===== config.mk =====
export PLATFORM = sky130hd
export DESIGN_NAME = frame_tx
export DESIGN_NICKNAME = d
export VERILOG_FILES = /design/src/rtl/frame_tx_pkg.sv /design/src/rtl/frame_tx_regs.sv /design/src/rtl/frame_tx_clk.sv /design/src/rtl/frame_tx_shift.sv /design/src/rtl/frame_tx.sv
export SDC_FILE = /design/constraint.sdc
export NUM_CORES = 1
export LEC_CHECK = 0
export CORE_MARGIN = 2
export CORE_UTILIZATION = 40
export DETAILED_ROUTE_END_ITERATION = 10
export PLACE_DENSITY = 0.64
export SKIP_CTS_REPAIR_TIMING = 1
export SLEW_MARGIN = 0
export SYNTH_ARGS = -nofsm -noshare
export SYNTH_HDL_FRONTEND = slang
export SYNTH_SLANG_ARGS = --single-unit

===== constraint.sdc =====
create_clock -name clk -period 3.6 [get_ports clk]
set_input_delay 0.36 -clock clk [delete_from_list [all_inputs] [get_ports clk]]
set_output_delay 0.36 -clock clk [all_outputs]
set_load 0.1 [all_outputs]

===== src/rtl/frame_tx_pkg.sv =====
package frame_tx_pkg;

  typedef enum logic [1:0] {
    CH_ON_FALL = 2'd0,
    CH_ON_RISE = 2'd1,
    CH_ON_ANY  = 2'd2,
    CH_ON_ANY2 = 2'd3
  } chan_e;

  localparam logic [2:0] ADR_CTRL = 3'd0;
  localparam logic [2:0] ADR_DIV  = 3'd1;
  localparam logic [2:0] ADR_DATA = 3'd2;
  localparam logic [2:0] ADR_SYNC = 3'd3;
  localparam logic [2:0] ADR_STAT = 3'd4;

  // rounded system clock over twice the bit rate; zero inputs give 0
  function automatic longint unsigned div_calc(input longint unsigned clk_hz,
                                               input longint unsigned rate_hz);
    if (clk_hz == 0 || rate_hz == 0) return 0;
    return ((clk_hz + rate_hz) / rate_hz) >> 1;
  endfunction

  function automatic logic start_hit(input chan_e mode, input logic fell, input logic rose);
    case (mode)
      CH_ON_FALL: return fell;
      CH_ON_RISE: return rose;
      default:    return fell | rose;
    endcase
  endfunction

endpackage


===== src/rtl/frame_tx_regs.sv =====
module frame_tx_regs
  import frame_tx_pkg::*;
#(
  parameter int DW   = 32,
  parameter int DIVW = 16,
  parameter int AW   = 3,
  parameter int WL_W = 5,
  parameter logic [DIVW-1:0] DIV_RST = '0
) (
  input  logic            clk,
  input  logic            rst_n,
  input  logic            we,
  input  logic [AW-1:0]   addr,
  input  logic [DW-1:0]   wdata,
  output logic [DW-1:0]   rdata,
  input  logic            ready,
  input  logic            empty,
  output logic            en,
  output logic            master,
  output chan_e           chan,
  output logic            sync_en,
  output logic            idle_lvl,
  output logic [WL_W-1:0] wlen_m1,
  output logic [DIVW-1:0] div,
  output logic [DW-1:0]   sync_word,
  output logic            data_wr,
  output logic [DW-1:0]   data_word
);

  localparam int WL_POS = 8;

  always_ff @(posedge clk) begin
    if (!rst_n) begin
      en        <= 1'b0;
      master    <= 1'b0;
      chan      <= CH_ON_FALL;
      sync_en   <= 1'b0;
      idle_lvl  <= 1'b0;
      wlen_m1   <= '0;
      div       <= DIV_RST;
      sync_word <= '0;
    end else if (we) begin
      case (addr)
        AW'(ADR_CTRL): begin
          en       <= wdata[0];
          master   <= wdata[1];
          chan     <= chan_e'(wdata[3:2]);
          sync_en  <= wdata[4];
          idle_lvl <= wdata[5];
          wlen_m1  <= wdata[WL_POS +: WL_W];
        end
        AW'(ADR_DIV):  div       <= wdata[DIVW-1:0];
        AW'(ADR_SYNC): sync_word <= wdata;
        default: ;
      endcase
    end
  end

  assign data_wr   = we && (addr == AW'(ADR_DATA));
  assign data_word = wdata;

  always_comb begin
    rdata = '0;
    case (addr)
      AW'(ADR_CTRL): begin
        rdata[0]              = en;
        rdata[1]              = master;
        rdata[3:2]            = chan;
        rdata[4]              = sync_en;
        rdata[5]              = idle_lvl;
        rdata[WL_POS +: WL_W] = wlen_m1;
      end
      AW'(ADR_DIV):  rdata[DIVW-1:0] = div;
      AW'(ADR_SYNC): rdata = sync_word;
      AW'(ADR_STAT): rdata[1:0] = {empty, ready};
      default: ;
    endcase
  end

endmodule


===== src/rtl/frame_tx_clk.sv =====
module frame_tx_clk #(
  parameter int DIVW = 16,
  parameter int WL_W = 5
) (
  input  logic            clk,
  input  logic            rst_n,
  input  logic            en,
  input  logic            master,
  input  logic [DIVW-1:0] div,
  input  logic [WL_W-1:0] wlen_m1,
  input  logic            sck_in,
  input  logic            fs_in,
  output logic            tick,
  output logic            fs_now,
  output logic            sck_out,
  output logic            fs_out
);

  logic [DIVW-1:0] dcnt;
  logic [WL_W-1:0] bcnt;
  logic            sck_r, fs_r, sck_d, fs_smp;
  logic            run_m, half_end, m_tick, s_tick, s_rise;

  assign run_m    = en && master && (div != '0);
  assign half_end = run_m && (dcnt == div - 1'b1);
  assign m_tick   = half_end && sck_r;

  // bit clock divider: each level lasts div system clocks
  always_ff @(posedge clk) begin
    if (!rst_n || !run_m) begin
      dcnt  <= '0;
      sck_r <= 1'b0;
    end else if (half_end) begin
      dcnt  <= '0;
      sck_r <= ~sck_r;
    end else begin
      dcnt <= dcnt + 1'b1;
    end
  end

  // frame sync generator: toggles every W bit clocks
  always_ff @(posedge clk) begin
    if (!rst_n || !(en && master)) begin
      bcnt <= '0;
      fs_r <= 1'b1;
    end else if (m_tick) begin
      if (bcnt == wlen_m1) begin
        bcnt <= '0;
        fs_r <= ~fs_r;
      end else begin
        bcnt <= bcnt + 1'b1;
      end
    end
  end

  // slave side: follow the outside clock, capture sync on rising edges
  assign s_tick = en && !master && sck_d && !sck_in;
  assign s_rise = !sck_d && sck_in;

  always_ff @(posedge clk) begin
    if (!rst_n) begin
      sck_d  <= 1'b0;
      fs_smp <= 1'b1;
    end else begin
      sck_d <= sck_in;
      if (s_rise) fs_smp <= fs_in;
    end
  end

  assign tick    = master ? m_tick : s_tick;
  assign fs_now  = master ? fs_r : fs_smp;
  assign sck_out = sck_r;
  assign fs_out  = master ? fs_r : 1'b1;

  AST_SLAVE_PINS_QUIET: assert property (@(posedge clk) disable iff (!rst_n)
    (!master && $past(!master)) |-> (!sck_out && fs_out));
  AST_DIV_ZERO_STILL: assert property (@(posedge clk) disable iff (!rst_n)
    (div == '0 && $past(div == '0)) |-> !sck_out);
  AST_FS_MOVES_ON_FALL: assert property (@(posedge clk) disable iff (!rst_n)
    (en && master && $past(en && master) && fs_out != $past(fs_out)) |-> (!sck_out && $past(sck_out)));

endmodule


===== src/rtl/frame_tx_shift.sv =====
module frame_tx_shift
  import frame_tx_pkg::*;
#(
  parameter int DW   = 32,
  parameter int WL_W = 5
) (
  input  logic            clk,
  input  logic            rst_n,
  input  logic            tick,
  input  logic            fs_now,
  input  chan_e           chan,
  input  logic            sync_en,
  input  logic            idle_lvl,
  input  logic [WL_W-1:0] wlen_m1,
  input  logic            data_wr,
  input  logic [DW-1:0]   data_word,
  input  logic [DW-1:0]   sync_word,
  output logic            sd_out,
  output logic            ready,
  output logic            empty
);

  logic [DW-1:0] hold, shr, syn;
  logic          hold_full, fs_seen;
  logic [WL_W:0] bits_left, sync_left;
  logic [WL_W:0] wlen;
  logic          fell, rose, start_ev, busy, word_done, load, sync_ld;

  // place bit W-1 of a word at the shifter MSB
  function automatic logic [DW-1:0] align(input logic [DW-1:0] w, input logic [WL_W-1:0] m1);
    return w << (DW - 1 - int'(m1));
  endfunction

  assign wlen      = {1'b0, wlen_m1} + 1'b1;
  assign fell      = tick && fs_seen && !fs_now;
  assign rose      = tick && !fs_seen && fs_now;
  assign start_ev  = start_hit(chan, fell, rose);
  assign busy      = (bits_left != '0);
  assign word_done = tick && (bits_left == 1);
  assign load      = start_ev && hold_full && (!busy || word_done);
  assign sync_ld   = fell && sync_en;

  always_ff @(posedge clk) begin
    if (!rst_n) fs_seen <= 1'b1;
    else if (tick) fs_seen <= fs_now;
  end

  always_ff @(posedge clk) begin
    if (!rst_n) begin
      hold      <= '0;
      hold_full <= 1'b0;
    end else if (data_wr) begin
      hold      <= data_word;
      hold_full <= 1'b1;
    end else if (load) begin
      hold_full <= 1'b0;
    end
  end

  always_ff @(posedge clk) begin
    if (!rst_n) begin
      shr       <= '0;
      bits_left <= '0;
    end else if (load) begin
      shr       <= align(hold, wlen_m1);
      bits_left <= wlen;
    end else if (tick && busy) begin
      shr       <= shr << 1;
      bits_left <= bits_left - 1'b1;
    end
  end

  always_ff @(posedge clk) begin
    if (!rst_n) begin
      syn       <= '0;
      sync_left <= '0;
    end else if (sync_ld) begin
      syn       <= align(sync_word, wlen_m1);
      sync_left <= wlen;
    end else if (tick && sync_left != '0) begin
      syn       <= syn << 1;
      sync_left <= sync_left - 1'b1;
    end
  end

  assign sd_out = busy ? shr[DW-1] : ((sync_left != '0) ? syn[DW-1] : idle_lvl);
  assign ready  = !hold_full;
  assign empty  = !hold_full && !busy;

  AST_WRITE_CLEARS_READY: assert property (@(posedge clk) disable iff (!rst_n)
    data_wr |=> !ready);
  AST_LOAD_ONLY_AT_TICK: assert property (@(posedge clk) disable iff (!rst_n)
    $rose(ready) |-> $past(tick));
  AST_NO_OVERFLOW: assert property (@(posedge clk) disable iff (!rst_n)
    (bits_left <= (WL_W+1)'(DW)) && (sync_left <= (WL_W+1)'(DW)));
  AST_LINE_HOLDS_BETWEEN_TICKS: assert property (@(posedge clk) disable iff (!rst_n)
    (!$past(tick) && $stable(idle_lvl)) |-> $stable(sd_out));

endmodule


===== src/rtl/frame_tx.sv =====
module frame_tx
  import frame_tx_pkg::*;
#(
  parameter int DW   = 32,
  parameter int DIVW = 16,
  parameter int AW   = 3,
  parameter longint unsigned SYS_HZ = 50_000_000,
  parameter longint unsigned BIT_HZ = 3_072_000
) (
  input  logic          clk,
  input  logic          rst_n,
  input  logic          reg_we,
  input  logic [AW-1:0] reg_addr,
  input  logic [DW-1:0] reg_wdata,
  output logic [DW-1:0] reg_rdata,
  input  logic          sck_in,
  input  logic          fs_in,
  output logic          sck_out,
  output logic          fs_out,
  output logic          sd_out
);

  localparam int WL_W = $clog2(DW);
  localparam logic [DIVW-1:0] DIV_RST = DIVW'(div_calc(SYS_HZ, BIT_HZ));

  logic            en, master, sync_en, idle_lvl, data_wr, ready, empty, tick, fs_now;
  chan_e           chan;
  logic [WL_W-1:0] wlen_m1;
  logic [DIVW-1:0] div;
  logic [DW-1:0]   sync_word, data_word;

  frame_tx_regs #(.DW(DW), .DIVW(DIVW), .AW(AW), .WL_W(WL_W), .DIV_RST(DIV_RST)) u_regs (
    .clk(clk), .rst_n(rst_n), .we(reg_we), .addr(reg_addr), .wdata(reg_wdata),
    .rdata(reg_rdata), .ready(ready), .empty(empty), .en(en), .master(master),
    .chan(chan), .sync_en(sync_en), .idle_lvl(idle_lvl), .wlen_m1(wlen_m1),
    .div(div), .sync_word(sync_word), .data_wr(data_wr), .data_word(data_word)
  );

  frame_tx_clk #(.DIVW(DIVW), .WL_W(WL_W)) u_clk (
    .clk(clk), .rst_n(rst_n), .en(en), .master(master), .div(div),
    .wlen_m1(wlen_m1), .sck_in(sck_in), .fs_in(fs_in), .tick(tick),
    .fs_now(fs_now), .sck_out(sck_out), .fs_out(fs_out)
  );

  frame_tx_shift #(.DW(DW), .WL_W(WL_W)) u_shift (
    .clk(clk), .rst_n(rst_n), .tick(tick), .fs_now(fs_now), .chan(chan),
    .sync_en(sync_en), .idle_lvl(idle_lvl), .wlen_m1(wlen_m1), .data_wr(data_wr),
    .data_word(data_word), .sync_word(sync_word), .sd_out(sd_out),
    .ready(ready), .empty(empty)
  );

endmodule


Word level (Yosys, flattened, before mapping):

Cells that the tools add are included.

* add/subtract/negate cells: 7
* $mul: 0
* divide/modulo/power cells: 0
* order comparisons: 0
* eq/ne operators: 8
* shift-type cells: 2
* muxes and demuxes: 23
* bitwise logic cells: 3
* reduce and logical (&&, ||, !) cells: 46

Operators by type and width (number)
* 32-bit 2-to-1 mux: 4
* 32-bit by 32-bit left shift with 32-bit output: 2
* 6-bit 2-to-1 mux: 4
* 1-bit logical AND: 20
* 16-bit by 1-bit adder with 16-bit output (second input constant): 1
* 16-bit == test: 1
* 16-bit 2-to-1 mux: 1
* 16-bit nonzero test: 1
* 16-bit by 1-bit subtractor with 16-bit output (second input constant): 1
* 5-bit case mux with 3 select lines: 1
* 4-bit case mux with 3 select lines: 1
* 6-bit nonzero test: 2
* 6-bit by 1-bit subtractor with 6-bit output (second input constant): 2
* 1-bit zero test: 10
* 2-bit case mux with 4 select lines: 1
* 2-bit AND reduction: 4
* 1-bit 2-to-1 mux: 7
* 5-bit by 1-bit adder with 6-bit output (second input constant): 1
* 3-bit by 2-bit == test with 1-bit output (second input constant): 2
* 6-bit by 1-bit == test with 1-bit output (second input constant): 1
* 3-bit case mux with 2 select lines: 1
* 2-bit nonzero test: 3
* 5-bit by 5-bit subtractor with 6-bit output (first input constant): 1
* 5-bit by 1-bit adder with 5-bit output (second input constant): 1
* 13 further kinds: 16

* flip-flop bits (word level): 194
* bits in latches: 0
* bits in writable memories: 0
* bits in read-only memories: 0
* output and inout bits: 35
* memories kept: 0

Logic depth before layout (Yosys ltp):

* depth after elaboration: 13
* mapped depth: 12

Modules after synthesis:

Synthesis repeated with hierarchy kept, for this count alone.

* cells, all modules: 1407
* area total of the unflattened synthesis: 12748.5 µm²

By module, submodules not included
* frame_tx_shift: times used 1, cells each 849, area an instance 7923.8 µm², sequential area each 2202.1 µm²
* frame_tx_regs: times used 1, cells each 338, area an instance 3024.2 µm², sequential area each 1181.1 µm²
* frame_tx_clk: times used 1, cells each 220, area an instance 1800.5 µm², sequential area each 500.5 µm²

Least setup slack after synthesis:

No wires, ideal clock.

* path type: input -> output
* start point: in reg_addr[0]
* end point: out reg_rdata[1]
* arrival time: 3278 ps
* required time: 3240 ps
* setup slack: -38 ps
* cell stages on the path: 5
* buffers on the path: 2
* cells stage by stage: clkbuf_1 and2_1 clkbuf_1 a21oi_1 o21ai_0

* word-level cells in the longest chain between the ends: 2

Ends and longest elaborated chain
* start, declared: RTL line frame_tx.sv:13 `input logic [AW-1:0] reg_addr,`
* 3-bit == test, or another cell as far along: RTL line frame_tx_regs.sv:64 `case (addr)`
* 2-bit case mux with 4 select lines (*): RTL line frame_tx_regs.sv:64
* end, declared: RTL line frame_tx.sv:15 `output logic [DW-1:0] reg_rdata,`

Every way passes the cells marked *; elsewhere a longest branch is shown, timed or not.

Worst setup path after layout:

* start point: reg u_regs.div[3]
* end point: reg u_clk.bcnt[4]

* word-level cells in the longest chain between the ends: 4

Ends and longest elaborated chain
* start, declared: RTL line frame_tx_regs.sv:24 `output logic [DIVW-1:0] div,`
* start signal, assigned: RTL line frame_tx_regs.sv:52 `AW'(ADR_DIV): div <= wdata[DIVW-1:0];`
* 16-bit by 1-bit subtractor with 16-bit output / 16-bit nonzero test (equally long branches): RTL line frame_tx_clk.sv:25, frame_tx_clk.sv:24
* 16-bit == test / 1-bit logical AND (equally long branches): RTL line frame_tx_clk.sv:25, frame_tx_clk.sv:24
* 1-bit logical AND (*): RTL line frame_tx_clk.sv:25 `assign half_end = run_m && (dcnt == div - 1'b1);`
* 1-bit logical AND (*): RTL line frame_tx_clk.sv:26 `assign m_tick = half_end && sck_r;`
* end signal, assigned: RTL line frame_tx_clk.sv:51 `bcnt <= bcnt + 1'b1;`
* end, declared: RTL line frame_tx_clk.sv:20 `logic [WL_W-1:0] bcnt;`

Marked as above.
A chain may end at the register's enable or synchronous reset.

==> results.py <==
metrics = {
    "yosys": {
        "ys.warnings.count": 0,
        "synth.most_common_cell": "nand2_1",
        "syn_inst": 1551,
        "synth_top_cell_area_share": 0.3124,
        "synth_area_leader_cell": "dfxtp_1",
        "ys.flop_type": "dfxtp_1",
        "synth_commonest_cells": "308 x nand2_1, 194 x dfxtp_1, 181 x a21oi_1, 112 x clkbuf_1, 106 x nor2_1",
        "synthTopCellsByArea": "dfxtp_1 31%, mux4_2 12%, nand2_1 9.3%",
        "syn_area_um2": 12430,
        "synth_seq_cells": 194,
        "avgSynthCellArea_um2": 8.015,
        "netlist-cell-type-count": 73,
        "synthArstFlopShare": 0,
        "ys_seq_area_frac": 0.3124,
        "syn-num-nets": 1599,
        "synth_edf_count": 0,
    },
    "floorplan": {
        "fp.dieArea_um2": 32500,
        "placementRows": 64,
        "start_util": 0.4064,
        "die_h_um": 180.3,
        "ioPinCount": 75,
        "die_w_um": 180.3,
        "core_area_um2": 30590,
    },
    "cts": {
        "h-tree-depth": 4,
        "cts.sinks": 194,
        "clockRootBuffer": "clkbuf_16",
        "cts_buffers": 17,
        "cts_tree": "built",
        "clkSlewWorstSetupHoldPaths_ns": 0.08,
        "insertion_delay_ns": 0.45,
        "ctsLongestPathBuffers": 2,
    },
    "timing": {
        "tightest_slew_ns": 1.161,
        "max_freq_mhz": 291.3,
        "setup_viol": 0,
        "finalWorstPathRequiredPeriod_ns": 3.433,
        "relSlewSlack": 0.2206,
        "setup_ws_ns": 0.1668,
        "skew_ns": 0.01639,
        "finalSetupTns_ns": 0,
        "period_share": 0.9537,
        "rsz0062_at_grt": "no",
        "hold_viol": 0,
        "slew_violations": 0,
    },
    "drt": {
        "dr_total_vias": 12116,
        "drc": 0,
        "vias_per_cell": 6.141,
        "dr.first_iter.drc_count": 1325,
        "antenna_left": 0,
        "route.detailed.wl_per_inst_um": 20.51,
        "wl_um": 40480,
        "dr.pass1.iters": 5,
    },
    "critical_path": {
        "arrival_ns": 3.81,
        "max_stage_delay_ns": 0.60,
        "path_cells": "or4_4 -> or4_1 -> mux2i_1 -> a2111oi_4 -> nand4b_2 -> or4_1 -> a21oi_1",
        "critPathTopFamily": "simple AND/OR/NAND/NOR gates",
        "cp_max_fo": 13,
        "cp_common_cell": "or4_1",
        "setup.worst_path.start_class": "register",
        "critPathRequiredTime_ns": 3.98,
        "slowest_stage": "or4_4",
        "critical_path_class": "reg -> reg",
        "crit_buf_inv": 0,
        "worstSetupEndpointType": "register",
    },
    "job": {
        "drv_cap": 0,
    },
    "placed_design": {
        "dpl_worst_slack_ns": 0.2413,
        "gp_congestion": 0.9563,
        "io_buffers": 74,
        "dpl_cell_area_um2": 13880,
        "dp_hpwl_um": 28950,
    },
    "global_route": {
        "grt_pass1_vias": 11081,
        "grt_pass1_wl_um": 63520,
        "gr-total-overflow": 0,
        "grt_max_degree": 91,
        "antenna_found_initial": 1,
        "grtUsageTotal": 0.2425,
    },
    "power": {
        "powerDensity_nw_per_um2": 317.5,
        "leakage_uw": 0.004857,
        "vdd_drop_max_mv": 0.2528,
        "p_total_uw": 4592,
    },
    "outcome": {
        "status": "finished clean",
    },
    "layout": {
        "fillerInstances": 2979,
        "finalInstanceArea_um2": 14470,
        "fin_util": 0.4729,
        "synthToLayoutAreaGrowth_pct": 16.37,
        "final_layout_size_suffix_gt1_frac": 0.1497,
        "layout.nets": 1613,
    },
    "worst_hold_path": {
        "hp-class": "reg -> reg",
    },
}
==> tightest hold or removal path, stage by stage, from the launching register on <==
cell and delay (ns):
dfxtp_1 0.31, nand3_1 0.06, a21oi_1 0.05
==> state kept, by name (all words and copies together), names as in the netlist <==
signal / flops
u_clk.sck_d: 1
u_shift.syn: 32
u_shift.bits_left: 6
u_regs.div: 16
u_regs.en: 1
u_clk.sck_out: 1
u_regs.master: 1
u_regs.idle_lvl: 1
u_clk.fs_smp: 1
u_shift.shr: 32
u_shift.hold_full: 1
u_regs.chan: 2
u_regs.wlen_m1: 5
u_regs.sync_en: 1
u_clk.dcnt: 16
u_regs.sync_word: 32
u_clk.fs_r: 1
u_shift.fs_seen: 1
u_clk.bcnt: 5
u_shift.hold: 32
u_shift.sync_left: 6
==> final timing paths <==
check,depth (start not counted),from,slack [ns],to
hold / removal,2,u_shift.shr[20]$_SDFFE_PN0P_,0.46,u_shift.shr[20]$_SDFFE_PN0P_
hold reg to reg,2,u_shift.shr[20]$_SDFFE_PN0P_,0.46,u_shift.shr[20]$_SDFFE_PN0P_
setup / recovery,7,u_regs.div[3]$_SDFFE_PN1P_,0.17,u_clk.bcnt[4]$_SDFFE_PP0P_
setup reg to reg,7,u_regs.div[3]$_SDFFE_PN1P_,0.17,u_clk.bcnt[4]$_SDFFE_PP0P_
==> layout make-up <==
class / count / area [µm²] / area share
Clock buffer: 19 / 452.9 / 0.03131
Sequential cell: 194 / 3891 / 0.2690
Timing Repair Buffer: 131 / 1449 / 0.1002
Antenna cell: 1 / 2.502 / 0.0001730
Tap cell: 396 / 495.5 / 0.03425
Multi-Input combinational cell: 1203 / 7975 / 0.5513
Inverter: 18 / 70.07 / 0.004844
Clock inverter: 11 / 128.9 / 0.008909
==> where the power goes <==
| group | switching, µW | internal [µW] |
|---|---|---|
| Clock | 912 | 1060 |
| Combinational | 249 | 163 |
| Sequential | 40.1 | 2170 |
==> kinds of logic after synthesis <==
logic type / after synthesis / synth area share
AND/OR/NAND/NOR: 631 / 0.2300
XOR/XNOR: 45 / 0.03171
flip-flops: 194 / 0.3124
AO/OA/AOI/OAI: 390 / 0.1954
adder cells (fa/ha/maj): 8 / 0.008053
buffers and inverters: 154 / 0.04811
multiplexers: 129 / 0.1743
==> layout by cell type, fill, tap and decap left out, types with 7 or more instances in the layout <==
cell type / instances
nand2_1: 308
dfxtp_1: 190
a21oi_1: 181
nor2_1: 106
nand3_1: 68
mux4_2: 68
buf_4: 61
o21ai_0: 58
mux2i_1: 41
clkdlybuf4s50_1: 41
nor3_1: 37
buf_12: 29
and3_1: 28
and2_1: 26
xor2_1: 25
o22ai_1: 20
xnor2_1: 20
mux2_2: 20
a22oi_1: 17
clkbuf_16: 17
inv_1: 14
a211oi_1: 14
nand4_1: 13
o32ai_1: 13
o21a_1: 10
o221a_2: 9
ha_1: 8
a31oi_1: 7
==> metal layers <==
layer / share of wire / vias up / GRT usage / routed length [µm]
met4: 0.022 / 0 / 0.07258 / 906
met2: 0.45 / 531 / 0.3710 / 18300
li1: - / 5643 / - / -
met3: 0.073 / 71 / 0.03638 / 2939
met1: 0.45 / 5871 / 0.3529 / 18330
met5: 0 / - / 0 / 0
==> stage by stage <==
step                      std cells  hold WS (ns)
final                          1973        0.4648
after global routing           1972        0.4799
after CTS                      1972        0.4651
after detailed placement       1942        0.4564
after global placement         1942        0.4470
after floorplan                1551        0.4332
Note: power is estimated with default switching activity, not from simulation.
